$ cat src/rtl/uart_ctl_pkg.sv
package uart_ctl_pkg;

    localparam int DATA_W  = 8;
    localparam int FRAME_W = DATA_W + 3;           // start + data + parity + stop
    localparam int FCNT_W  = $clog2(FRAME_W);
    localparam int DCNT_W  = $clog2(DATA_W);
    localparam int NFLAG   = 4;                    // software-clearable receive flags

    typedef enum logic [1:0] {
        A_CTRL = 2'd0,
        A_TXD  = 2'd1,
        A_STAT = 2'd2,
        A_RXD  = 2'd3
    } reg_addr_e;

    // control bit positions
    localparam int C_TXIE = 7;
    localparam int C_RXIE = 6;
    localparam int C_TXEN = 5;
    // status bit positions
    localparam int S_TDRE    = 7;
    localparam int S_FLAG_LO = 3;                  // flags occupy [6:3]

    typedef logic [DATA_W-1:0] byte_t;

    typedef struct packed {
        logic txie;
        logic rxie;
        logic txen;
    } ctrl_t;

    // order matches status bits 6..3
    typedef struct packed {
        logic rdrf;
        logic ovr;
        logic fer;
        logic per;
    } rx_flags_t;

    typedef struct packed {
        byte_t data;
        logic  fer;
        logic  per;
    } rx_result_t;

    function automatic logic par_bit(byte_t d, logic odd);
        return (^d) ^ odd;
    endfunction

    // bit 0 leaves the pin first
    function automatic logic [FRAME_W-1:0] build_frame(byte_t d, logic odd);
        return {1'b1, par_bit(d, odd), d, 1'b0};
    endfunction

endpackage

$ cat src/rtl/uart_tx_shift.sv
module uart_tx_shift
    import uart_ctl_pkg::*;
#(
    parameter bit ODD_PAR = 1'b0
) (
    input  logic  clk,
    input  logic  rst,
    input  logic  tx_en,
    input  logic  tx_req,
    input  byte_t tx_byte,
    output logic  tx_take,
    output logic  tx_serial
);
    localparam logic [FCNT_W-1:0] LAST_IDX = FCNT_W'(FRAME_W - 1);

    logic [FRAME_W-1:0] sh_q;
    logic [FCNT_W-1:0]  left_q;
    logic               busy_q;

    // a new frame loads when idle or on the clock that drops the stop bit
    assign tx_take   = tx_req && (!busy_q || left_q == '0);
    assign tx_serial = busy_q ? sh_q[0] : 1'b1;

    always_ff @(posedge clk) begin
        if (rst) begin
            busy_q <= 1'b0;
            sh_q   <= '1;
            left_q <= '0;
        end else if (!tx_en) begin
            busy_q <= 1'b0;
        end else if (tx_take) begin
            sh_q   <= build_frame(tx_byte, ODD_PAR);
            left_q <= LAST_IDX;
            busy_q <= 1'b1;
        end else if (busy_q) begin
            if (left_q == '0) begin
                busy_q <= 1'b0;
            end else begin
                sh_q   <= {1'b1, sh_q[FRAME_W-1:1]};
                left_q <= left_q - 1'b1;
            end
        end
    end

endmodule

$ cat src/rtl/uart_rx_shift.sv
module uart_rx_shift
    import uart_ctl_pkg::*;
#(
    parameter bit ODD_PAR = 1'b0
) (
    input  logic       clk,
    input  logic       rst,
    input  logic       rx_in,
    output logic       rx_done,
    output rx_result_t rx_res
);
    typedef enum logic [1:0] {RX_IDLE, RX_DATA, RX_PAR, RX_STOP} rx_state_e;

    localparam logic [DCNT_W-1:0] DLAST = DCNT_W'(DATA_W - 1);

    rx_state_e         st_q;
    logic [DCNT_W-1:0] cnt_q;
    byte_t             dat_q;
    logic              par_q;

    always_ff @(posedge clk) begin
        if (rst) begin
            st_q  <= RX_IDLE;
            cnt_q <= '0;
            dat_q <= '0;
            par_q <= 1'b0;
        end else begin
            case (st_q)
                RX_IDLE: begin
                    if (!rx_in) begin
                        st_q  <= RX_DATA;
                        cnt_q <= '0;
                    end
                end
                RX_DATA: begin
                    dat_q <= {rx_in, dat_q[DATA_W-1:1]};
                    if (cnt_q == DLAST) st_q <= RX_PAR;
                    else                cnt_q <= cnt_q + 1'b1;
                end
                RX_PAR: begin
                    par_q <= rx_in;
                    st_q  <= RX_STOP;
                end
                default: st_q <= RX_IDLE;
            endcase
        end
    end

    // the stop bit is judged live, in the cycle it is on the line
    assign rx_done     = (st_q == RX_STOP);
    assign rx_res.data = dat_q;
    assign rx_res.fer  = !rx_in;
    assign rx_res.per  = (par_q != par_bit(dat_q, ODD_PAR));

endmodule

$ cat src/rtl/uart_ctl_regs.sv
module uart_ctl_regs
    import uart_ctl_pkg::*;
(
    input  logic       clk,
    input  logic       rst,
    input  logic [1:0] bus_addr,
    input  logic       bus_wr,
    input  logic       bus_rd,
    input  byte_t      bus_wdata,
    output byte_t      bus_rdata,
    output ctrl_t      ctrl_o,
    output logic       tdre_o,
    output logic       tx_req,
    output byte_t      tx_byte,
    input  logic       tx_take,
    input  logic       rx_done,
    input  rx_result_t rx_res,
    output rx_flags_t  flags_o,
    output byte_t      rdr_o,
    output logic       irq_txe,
    output logic       irq_rxf,
    output logic       irq_rxerr
);
    reg_addr_e  addr;
    ctrl_t      ctrl_q;
    byte_t      tdr_q, rdr_q;
    logic       tdre_q, tdre_eff;
    rx_flags_t  flg_q, flg_d;
    logic [NFLAG-1:0] arm_q, clr;
    logic       wr_ctrl, wr_txd, wr_stat, rd_stat;

    assign addr    = reg_addr_e'(bus_addr);
    assign wr_ctrl = bus_wr && addr == A_CTRL;
    assign wr_txd  = bus_wr && addr == A_TXD;
    assign wr_stat = bus_wr && addr == A_STAT;
    assign rd_stat = bus_rd && addr == A_STAT;

    // ---- control ----
    always_ff @(posedge clk) begin
        if (rst) begin
            ctrl_q <= '0;
        end else if (wr_ctrl) begin
            ctrl_q.txie <= bus_wdata[C_TXIE];
            ctrl_q.rxie <= bus_wdata[C_RXIE];
            ctrl_q.txen <= bus_wdata[C_TXEN];
        end
    end

    // ---- transmit holding register ----
    always_ff @(posedge clk) begin
        if (rst) begin
            tdr_q  <= '0;
            tdre_q <= 1'b1;
        end else if (!ctrl_q.txen) begin
            tdre_q <= 1'b1;
        end else begin
            if (tx_take) tdre_q <= 1'b1;
            if (wr_txd) begin
                tdr_q  <= bus_wdata;
                tdre_q <= 1'b0;
            end
        end
    end

    assign tdre_eff = tdre_q | ~ctrl_q.txen;
    assign tx_req   = ctrl_q.txen & ~tdre_q;
    assign tx_byte  = tdr_q;

    // ---- receive flags: read-as-1 then write-0 clearing ----
    assign clr = wr_stat ? (arm_q & ~bus_wdata[S_FLAG_LO +: NFLAG]) : '0;

    always_comb begin
        flg_d = rx_flags_t'(flg_q & ~clr);
        if (rx_done) begin
            if (flg_q.rdrf) begin
                flg_d.ovr = 1'b1;
            end else begin
                flg_d.rdrf = 1'b1;
                flg_d.fer  = flg_d.fer | rx_res.fer;
                flg_d.per  = flg_d.per | rx_res.per;
            end
        end
    end

    always_ff @(posedge clk) begin
        if (rst) begin
            flg_q <= '0;
            arm_q <= '0;
            rdr_q <= '0;
        end else begin
            flg_q <= flg_d;
            if (rd_stat) arm_q <= flg_q;
            else         arm_q <= arm_q & ~clr;
            if (rx_done && !flg_q.rdrf) rdr_q <= rx_res.data;
        end
    end

    // ---- read mux ----
    always_comb begin
        bus_rdata = '0;
        case (addr)
            A_CTRL: begin
                bus_rdata[C_TXIE] = ctrl_q.txie;
                bus_rdata[C_RXIE] = ctrl_q.rxie;
                bus_rdata[C_TXEN] = ctrl_q.txen;
            end
            A_TXD:  bus_rdata = tdr_q;
            A_STAT: begin
                bus_rdata[S_TDRE]             = tdre_eff;
                bus_rdata[S_FLAG_LO +: NFLAG] = flg_q;
            end
            default: bus_rdata = rdr_q;
        endcase
    end

    // ---- interrupts ----
    assign irq_txe   = ctrl_q.txie & tdre_eff;
    assign irq_rxf   = ctrl_q.rxie & flg_q.rdrf;
    assign irq_rxerr = ctrl_q.rxie & (flg_q.ovr | flg_q.fer | flg_q.per);

    assign ctrl_o  = ctrl_q;
    assign tdre_o  = tdre_q;
    assign flags_o = flg_q;
    assign rdr_o   = rdr_q;

endmodule

$ cat src/rtl/uart_ctl_top.sv
module uart_ctl_top
    import uart_ctl_pkg::*;
#(
    parameter bit ODD_PAR = 1'b0
) (
    input  logic       clk,
    input  logic       rst,
    input  logic [1:0] bus_addr,
    input  logic       bus_wr,
    input  logic       bus_rd,
    input  logic [7:0] bus_wdata,
    output logic [7:0] bus_rdata,
    input  logic       rx_in,
    input  logic       gpio_out,
    output logic       tx_pin,
    output logic       irq_txe,
    output logic       irq_rxf,
    output logic       irq_rxerr
);
    ctrl_t      ctrl_q;
    logic       tdre_q, tx_req, tx_take, tx_serial, rx_done;
    byte_t      tx_byte, rdr_q;
    rx_result_t rx_res;
    rx_flags_t  flg_q;

    uart_ctl_regs u_regs (
        .clk       (clk),
        .rst       (rst),
        .bus_addr  (bus_addr),
        .bus_wr    (bus_wr),
        .bus_rd    (bus_rd),
        .bus_wdata (bus_wdata),
        .bus_rdata (bus_rdata),
        .ctrl_o    (ctrl_q),
        .tdre_o    (tdre_q),
        .tx_req    (tx_req),
        .tx_byte   (tx_byte),
        .tx_take   (tx_take),
        .rx_done   (rx_done),
        .rx_res    (rx_res),
        .flags_o   (flg_q),
        .rdr_o     (rdr_q),
        .irq_txe   (irq_txe),
        .irq_rxf   (irq_rxf),
        .irq_rxerr (irq_rxerr)
    );

    uart_tx_shift #(.ODD_PAR(ODD_PAR)) u_tx (
        .clk       (clk),
        .rst       (rst),
        .tx_en     (ctrl_q.txen),
        .tx_req    (tx_req),
        .tx_byte   (tx_byte),
        .tx_take   (tx_take),
        .tx_serial (tx_serial)
    );

    uart_rx_shift #(.ODD_PAR(ODD_PAR)) u_rx (
        .clk     (clk),
        .rst     (rst),
        .rx_in   (rx_in),
        .rx_done (rx_done),
        .rx_res  (rx_res)
    );

    // pin falls back to the general-purpose value while transmit is off
    assign tx_pin = ctrl_q.txen ? tx_serial : gpio_out;

endmodule

$ cat config.mk
export PLATFORM = sky130hd
export DESIGN_NAME = uart_ctl_top
export DESIGN_NICKNAME = d
export VERILOG_FILES = /design/src/rtl/uart_ctl_pkg.sv /design/src/rtl/uart_tx_shift.sv /design/src/rtl/uart_rx_shift.sv /design/src/rtl/uart_ctl_regs.sv /design/src/rtl/uart_ctl_top.sv
export SDC_FILE = /design/constraint.sdc
export NUM_CORES = 1
export LEC_CHECK = 0
export BUFFER_PORTS_ARGS = -buffer_cell sky130_fd_sc_hd__buf_2
export CORE_UTILIZATION = 25
export DETAILED_ROUTE_END_ITERATION = 7
export GPL_ROUTABILITY_DRIVEN = 0
export GPL_TIMING_DRIVEN = 0
export SYNTH_ARGS = -nofsm -noshare
export SYNTH_HDL_FRONTEND = slang
export SYNTH_HIERARCHICAL = 1
export SYNTH_SLANG_ARGS = --single-unit
export TNS_END_PERCENT = 100
$ cat constraint.sdc
create_clock -name clk -period 2.4 [get_ports clk]
set_clock_uncertainty 0.1 [all_clocks]
set_input_delay 0.36 -clock clk [delete_from_list [all_inputs] [get_ports clk]]
set_output_delay 0.36 -clock clk [all_outputs]
set_load 0.02 [all_outputs]
# ---- Yosys cells after proc, flatten, opt, wreduce, memory -nomap -nowiden
# Index checks and enable logic that the tools add are counted.
dict set report totals {
  reg_bits 58
  output_inout_bits 12
  elab_cells 99
  in_bits 16
}
dict set report op_classes {
  mux 28
  n_addsub 2
  n_reduce_logical 24
  bitwise 16
  eq_ne 11
}
# operator n
set ops {}
lappend ops {{$mux 11} 3}
lappend ops {{$mux 4} 6}
lappend ops {{$reduce_xor 8->1} 2}
lappend ops {{$and 4x4->4} 3}
lappend ops {{$pmux 2 s3} 2}
lappend ops {{$pmux 3 s2} 2}
lappend ops {{$mux 1} 9}
lappend ops {{$pmux 3 s3} 1}
lappend ops {{$not 4->4} 2}
lappend ops {{$eq 2x2->1 const B} 3}
lappend ops {{$logic_and 1x1->1} 6}
lappend ops {{$mux 2} 3}
lappend ops {{$mux 3} 2}
lappend ops {{$ne 2x2->1 const B} 3}
lappend ops {{$reduce_and 3->1} 2}
lappend ops {{$reduce_bool 2->1} 3}
lappend ops {{$or 1x1->1} 5}
lappend ops {{$and 1x1->1} 4}
lappend ops {{$eq 2x1->1 const B} 2}
lappend ops {{$logic_not 2->1} 2}
lappend ops {{$logic_not 4->1} 1}
lappend ops {{$reduce_and 2->1} 2}
lappend ops {{$reduce_or 2->1} 2}
lappend ops {{$sub 4x1->4 const B} 1}
lappend ops {{7 further kinds} 10}

# ---- Logic depth before layout (Yosys ltp)
dict set report logic_depth {
  ltp_word 8
  ltp_mapped 7
  mapped_depth_nobuf 7
}

# ---- Cells and area by module
# The synthesis kept the hierarchy.
# mod area_per_inst_um2 instances cells_each
set by_module_without_submodules {}
lappend by_module_without_submodules {uart_ctl_regs 1272.5 1 146}
lappend by_module_without_submodules {uart_rx_shift 768.2 1 77}
lappend by_module_without_submodules {uart_tx_shift 767.0 1 84}
lappend by_module_without_submodules {uart_ctl_top 15.0 1 1}

# ---- Worst setup path after synthesis
# No wires, ideal clock.
dict set report synth_timing {
  path_kind {register -> register}
  from {register u_rx.st_q[0]}
  to {register u_rx.cnt_q[1]}
  arrival_time_ps 1583
  setup_time_ps 70
  path_buffers 1
  slack_ps 648
  required_time_ps 2230
  path_stages_with_launch 7
  period_less_slack_ps 1752
  cell_sequence {dfxtp_1 -> inv_1 -> ha_1 -> and2_4 -> buf_6 -> or4_1 -> a21oi_1}
}
dict set report synth_via {
  elab_chain_len 3
}
# element line
set synth_rtl {}
lappend synth_rtl {{start, declared} uart_rx_shift.sv:16} ;# rx_state_e st_q;
lappend synth_rtl {{start signal, assigned} uart_rx_shift.sv:23} ;# st_q <= RX_IDLE;
lappend synth_rtl {{start signal, assigned} uart_rx_shift.sv:31} ;# st_q <= RX_DATA;
lappend synth_rtl {{start signal, assigned} uart_rx_shift.sv:37} ;# if (cnt_q == DLAST) st_q <= RX_PAR;
lappend synth_rtl {{$eq 2x1->1 / $logic_not 2->1 (equally long branches)} uart_rx_shift.sv:28} ;# case (st_q)
lappend synth_rtl {{$ne 2x2->1 (no line) / $reduce_bool 2->1 (equally long branches)} n/a}
lappend synth_rtl {{$reduce_and 3->1 (no line)} n/a}
lappend synth_rtl {{end signal, assigned} uart_rx_shift.sv:38} ;# else cnt_q <= cnt_q + 1'b1;
lappend synth_rtl {{end, declared} uart_rx_shift.sv:17} ;# logic [DCNT_W-1:0] cnt_q;
# Parallel ways exist; a longest one is shown, timed or not.
# A chain may end at the register's enable or synchronous reset.

# ---- Worst setup path after layout
dict set report layout_timing {
  from {register u_regs/ctrl_o[0] (netlist name)}
  to {output bus_rdata[7]}
}
dict set report layout_via {
  elab_chain_len 3
}
# element line
set layout_rtl {}
lappend layout_rtl {{$not 1->1 (no line)} n/a}
lappend layout_rtl {{$or 1x1->1} uart_ctl_regs.sv:65} ;# assign tdre_eff = tdre_q | ~ctrl_q.txen;
lappend layout_rtl {{$pmux 3 s3} uart_ctl_regs.sv:101} ;# case (addr)
lappend layout_rtl {{end, declared} uart_ctl_top.sv:12} ;# output logic [7:0] bus_rdata,
# Every way passes these cells.

==> results.sh <==
export IMPL_result_of_the_run="complete, no violations"
export IMPL_syn_inst=308
export IMPL_wire_per_inst_um=12.9
export IMPL_grt_pass1_wl_mm=10.4
export IMPL_power_density_nw_per_um2=778
export IMPL_post_route_cells_drive_above_1_share_pct=17.7
export IMPL_ys_async_sr_fraction_pct=0
export IMPL_critPathCaptureType="primary output"
export IMPL_number_of_clock_sinks=57
export IMPL_postCtsResizedCells=0
export IMPL_postSynthNetCount=335
export IMPL_slew_viol_final=0
export IMPL_synth_top_cells_by_area="sky130_fd_sc_hd__dfxtp_1 40%, sky130_fd_sc_hd__mux2i_1 6.0%, sky130_fd_sc_hd__nand2_1 5.9%"
export IMPL_die_width_um=108
export IMPL_final_core_util_pct=31.3
export IMPL_placementRows=38
export IMPL_final_hold_worst_slack_ns=0.190
export IMPL_initial_utilization_pct=25.8
export IMPL_portBuffers=27
export IMPL_synth_largest_type_area_fraction_pct=40.4
export IMPL_drcViolationCount=0
export IMPL_synth_avg_cell_area_sq_um=9.16
export IMPL_detailed_place_hpwl_mm=4.55
export IMPL_cts_inserted_buffers=9
export IMPL_max_cap_violations=0
export IMPL_totalWireLength_mm=6.31
export IMPL_clockRootBuffer="sky130_fd_sc_hd__clkbuf_16"
export IMPL_leakage_uw=0.00137
export IMPL_yosysWarnings=6
export IMPL_switching_power_share_of_the_total_pct=26.9
export IMPL_post_route_period_util_pct=88.0
export IMPL_antenna_violating_nets_left=0
export IMPL_net_switching_power_uw=715
export IMPL_share_clk_of_total_power_pct=44.5
export IMPL_detail_route_first_pass_iterations=5
export IMPL_grt_setup_unrepaired="false"
export IMPL_synth_enable_flop_cells=0
export IMPL_final_period_minus_worst_setup_slack_ns=2.11
export IMPL_synthMostInstantiatedCell="sky130_fd_sc_hd__dfxtp_1"
export IMPL_global_route_overflow_total=0
export IMPL_p_int_uw=1940
export IMPL_worstSkewPairLatency_ns=0.33
export IMPL_die_area_sq_um=11700
export IMPL_post_synthesis_instance_area_sq_um=2820
export IMPL_final_nets=373
export IMPL_synth_seq_area_share_pct=40.4
export IMPL_via_per_inst=4.61
export IMPL_critical_path_class="register to primary output"
export IMPL_hold_path_class="primary input to register"
export IMPL_via_count_of_the_first_global_routing_pass=2137
export IMPL_sequentialPowerShare_pct=38.7
export IMPL_insertedDiodeCount=0
export IMPL_comb_power_share_pct=16.7
export IMPL_tritoncts="yes"
export IMPL_crit_arrival_ns=1.65
export IMPL_grt_max_degree=14
export IMPL_synthFlopType="sky130_fd_sc_hd__dfxtp_1"
export IMPL_clk_pin_slew_ns=0.05
export IMPL_synth_commonest_cells="57 x sky130_fd_sc_hd__dfxtp_1, 44 x sky130_fd_sc_hd__nand2_1, 31 x sky130_fd_sc_hd__a21oi_1"
export IMPL_setup_violations_final=0
export IMPL_worst_endpoint_required_ns=1.94
export IMPL_post_cts_buffers=0
export IMPL_antenna_found_initial=0
export IMPL_max_clock_path_buffers=2
export IMPL_max_slew_worst_pin_slew_ns=0.525
export IMPL_clock_tree_htree_level_count=3
export IMPL_total_power_uw=2660
export IMPL_cts_hold_repair_buffers=0
export IMPL_area_of_the_core_region_sq_um=10900
export IMPL_total_negative_slack_ns=0
export IMPL_critPathMaxFanout=12
export IMPL_max_clock_freq_mhz=474
export IMPL_num_io_pins=28
export IMPL_vdd_drop_max_mv=0.270
export IMPL_vias=2264
export IMPL_finalHoldViolations=0
export IMPL_global_route_usage_total_pct=11.7
export IMPL_timing_critical_path_from_type="register"
export IMPL_fp_dieH_um=108
export IMPL_synth_area_leader_cell="sky130_fd_sc_hd__dfxtp_1"
export IMPL_detailedRoute_firstIterationViolations=119
export IMPL_area_growth_synth_to_final_pct=21.1
export IMPL_max_slew_margin_pct=65.0
export IMPL_synth_cell_types=49
export IMPL_ys_seq_elements=57
==> area by class of cell <==
| type | instances | area, sq um |
|---|---|---|
| well taps | 140 | 175 |
| clock inverters | 4 | 27.5 |
| multi-input cells | 218 | 1520 |
| plain buffers | 14 | 86.3 |
| inverters | 19 | 71.3 |
| repair buffers | 27 | 135 |
| clock buffers | 12 | 256 |
| flip-flops and latches | 57 | 1140 |
| fillers | 1137 | 7520 |
==> layout by cell type, fill, tap and decap left out, types with 3 or more instances in the layout <==
cell | netlist | final
sky130_fd_sc_hd__xnor2_1 | 11 | 11
sky130_fd_sc_hd__nand2_1 | 44 | 44
sky130_fd_sc_hd__o21ai_0 | 5 | 5
sky130_fd_sc_hd__inv_1 | 18 | 18
sky130_fd_sc_hd__clkbuf_1 | 5 | 6
sky130_fd_sc_hd__dfxtp_1 | 57 | 56
sky130_fd_sc_hd__o21ai_1 | 9 | 9
sky130_fd_sc_hd__a221oi_1 | 8 | 8
sky130_fd_sc_hd__clkbuf_16 | 0 | 9
sky130_fd_sc_hd__buf_6 | 4 | 4
sky130_fd_sc_hd__nor2b_1 | 7 | 7
sky130_fd_sc_hd__buf_2 | 3 | 30
sky130_fd_sc_hd__o31ai_1 | 6 | 6
sky130_fd_sc_hd__clkinvlp_4 | 0 | 3
sky130_fd_sc_hd__and2_1 | 4 | 4
sky130_fd_sc_hd__nand2b_1 | 6 | 6
sky130_fd_sc_hd__ha_1 | 11 | 11
sky130_fd_sc_hd__nor2_1 | 18 | 18
sky130_fd_sc_hd__mux2i_1 | 17 | 17
sky130_fd_sc_hd__a21oi_1 | 31 | 31
sky130_fd_sc_hd__o211ai_1 | 4 | 4
sky130_fd_sc_hd__or4_1 | 4 | 4
==> per-layer routing <==
metal / GRT usage [%] / vias up / wire length [um]
met5: 0 / - / 0
met4: 2.90 / 0 / 45
met3: 4.52 / 6 / 306
met2: 18.7 / 43 / 2960
met1: 14.7 / 1061 / 3000
li1: - / 1154 / -
==> sequential cells by signal, indices dropped and copies added, names as in the netlist, 3 cells and up <==
name            count
u_regs/rdr_o        8
u_rx/dat_q          8
u_tx/sh_q          10
u_regs/arm_q        4
u_tx/left_q         4
u_regs/flags_o      4
u_regs/ctrl_o       3
u_regs/tx_byte      8
u_rx/cnt_q          3
==> per-stage QoR <==
step	area, sq um	std cells	worst slack, ns
after floorplan	2820	308	0.648
after global placement	3130	475	0.484
after detailed placement	3130	475	0.429
after CTS	3420	491	0.0805
after global routing	3420	491	0.184
final	3420	491	0.288
==> critical path: stages, from the launching register on <==
cell,delay [ns]
sky130_fd_sc_hd__dfxtp_2,0.47
sky130_fd_sc_hd__nand2b_1,0.15
sky130_fd_sc_hd__mux4_1,0.53
sky130_fd_sc_hd__buf_2,0.18
==> logic make-up (layout without fill, tap and decap cells) <==
logic type | Yosys count | after routing | share of synthesized area, %
AND/OR/NAND/NOR | 96 | 96 | 17.4
multiplexers | 23 | 23 | 9.88
buffers and inverters | 33 | 76 | 5.58
flip-flops | 57 | 57 | 40.4
AO/OA/AOI/OAI | 74 | 74 | 17.0
XOR/XNOR | 14 | 14 | 4.83
adder cells (fa/ha/maj) | 11 | 11 | 4.88
==> path summary, 6_finish.rpt <==
| kind | start | to | slack (ns) | depth (start not counted) |
|---|---|---|---|---|
| max | u_regs/ctrl_o[0] | bus_rdata[7] | 0.29 | 3 |
| min | bus_wdata[7] | u_regs/tx_byte[7] | 0.19 | 3 |
| max reg2reg | u_rx/st_q[0] | u_rx/cnt_q[1] | 0.51 | 6 |
| min reg2reg | u_regs/rdr_o[3] | u_regs/rdr_o[3] | 0.35 | 2 |
==> power by group through the flow <==
| stage | clock (uW) | combinational (uW) | sequential [uW] |
|---|---|---|---|
| finish | 1180 | 444 | 1030 |
| global route | 1260 | 494 | 1040 |
| global placement | 0 | 434 | 1050 |
| floorplan | 0 | 353 | 1040 |
| detailed placement | 0 | 447 | 1050 |
| CTS | 1210 | 448 | 1030 |
Power figures use the tool's default switching activity.
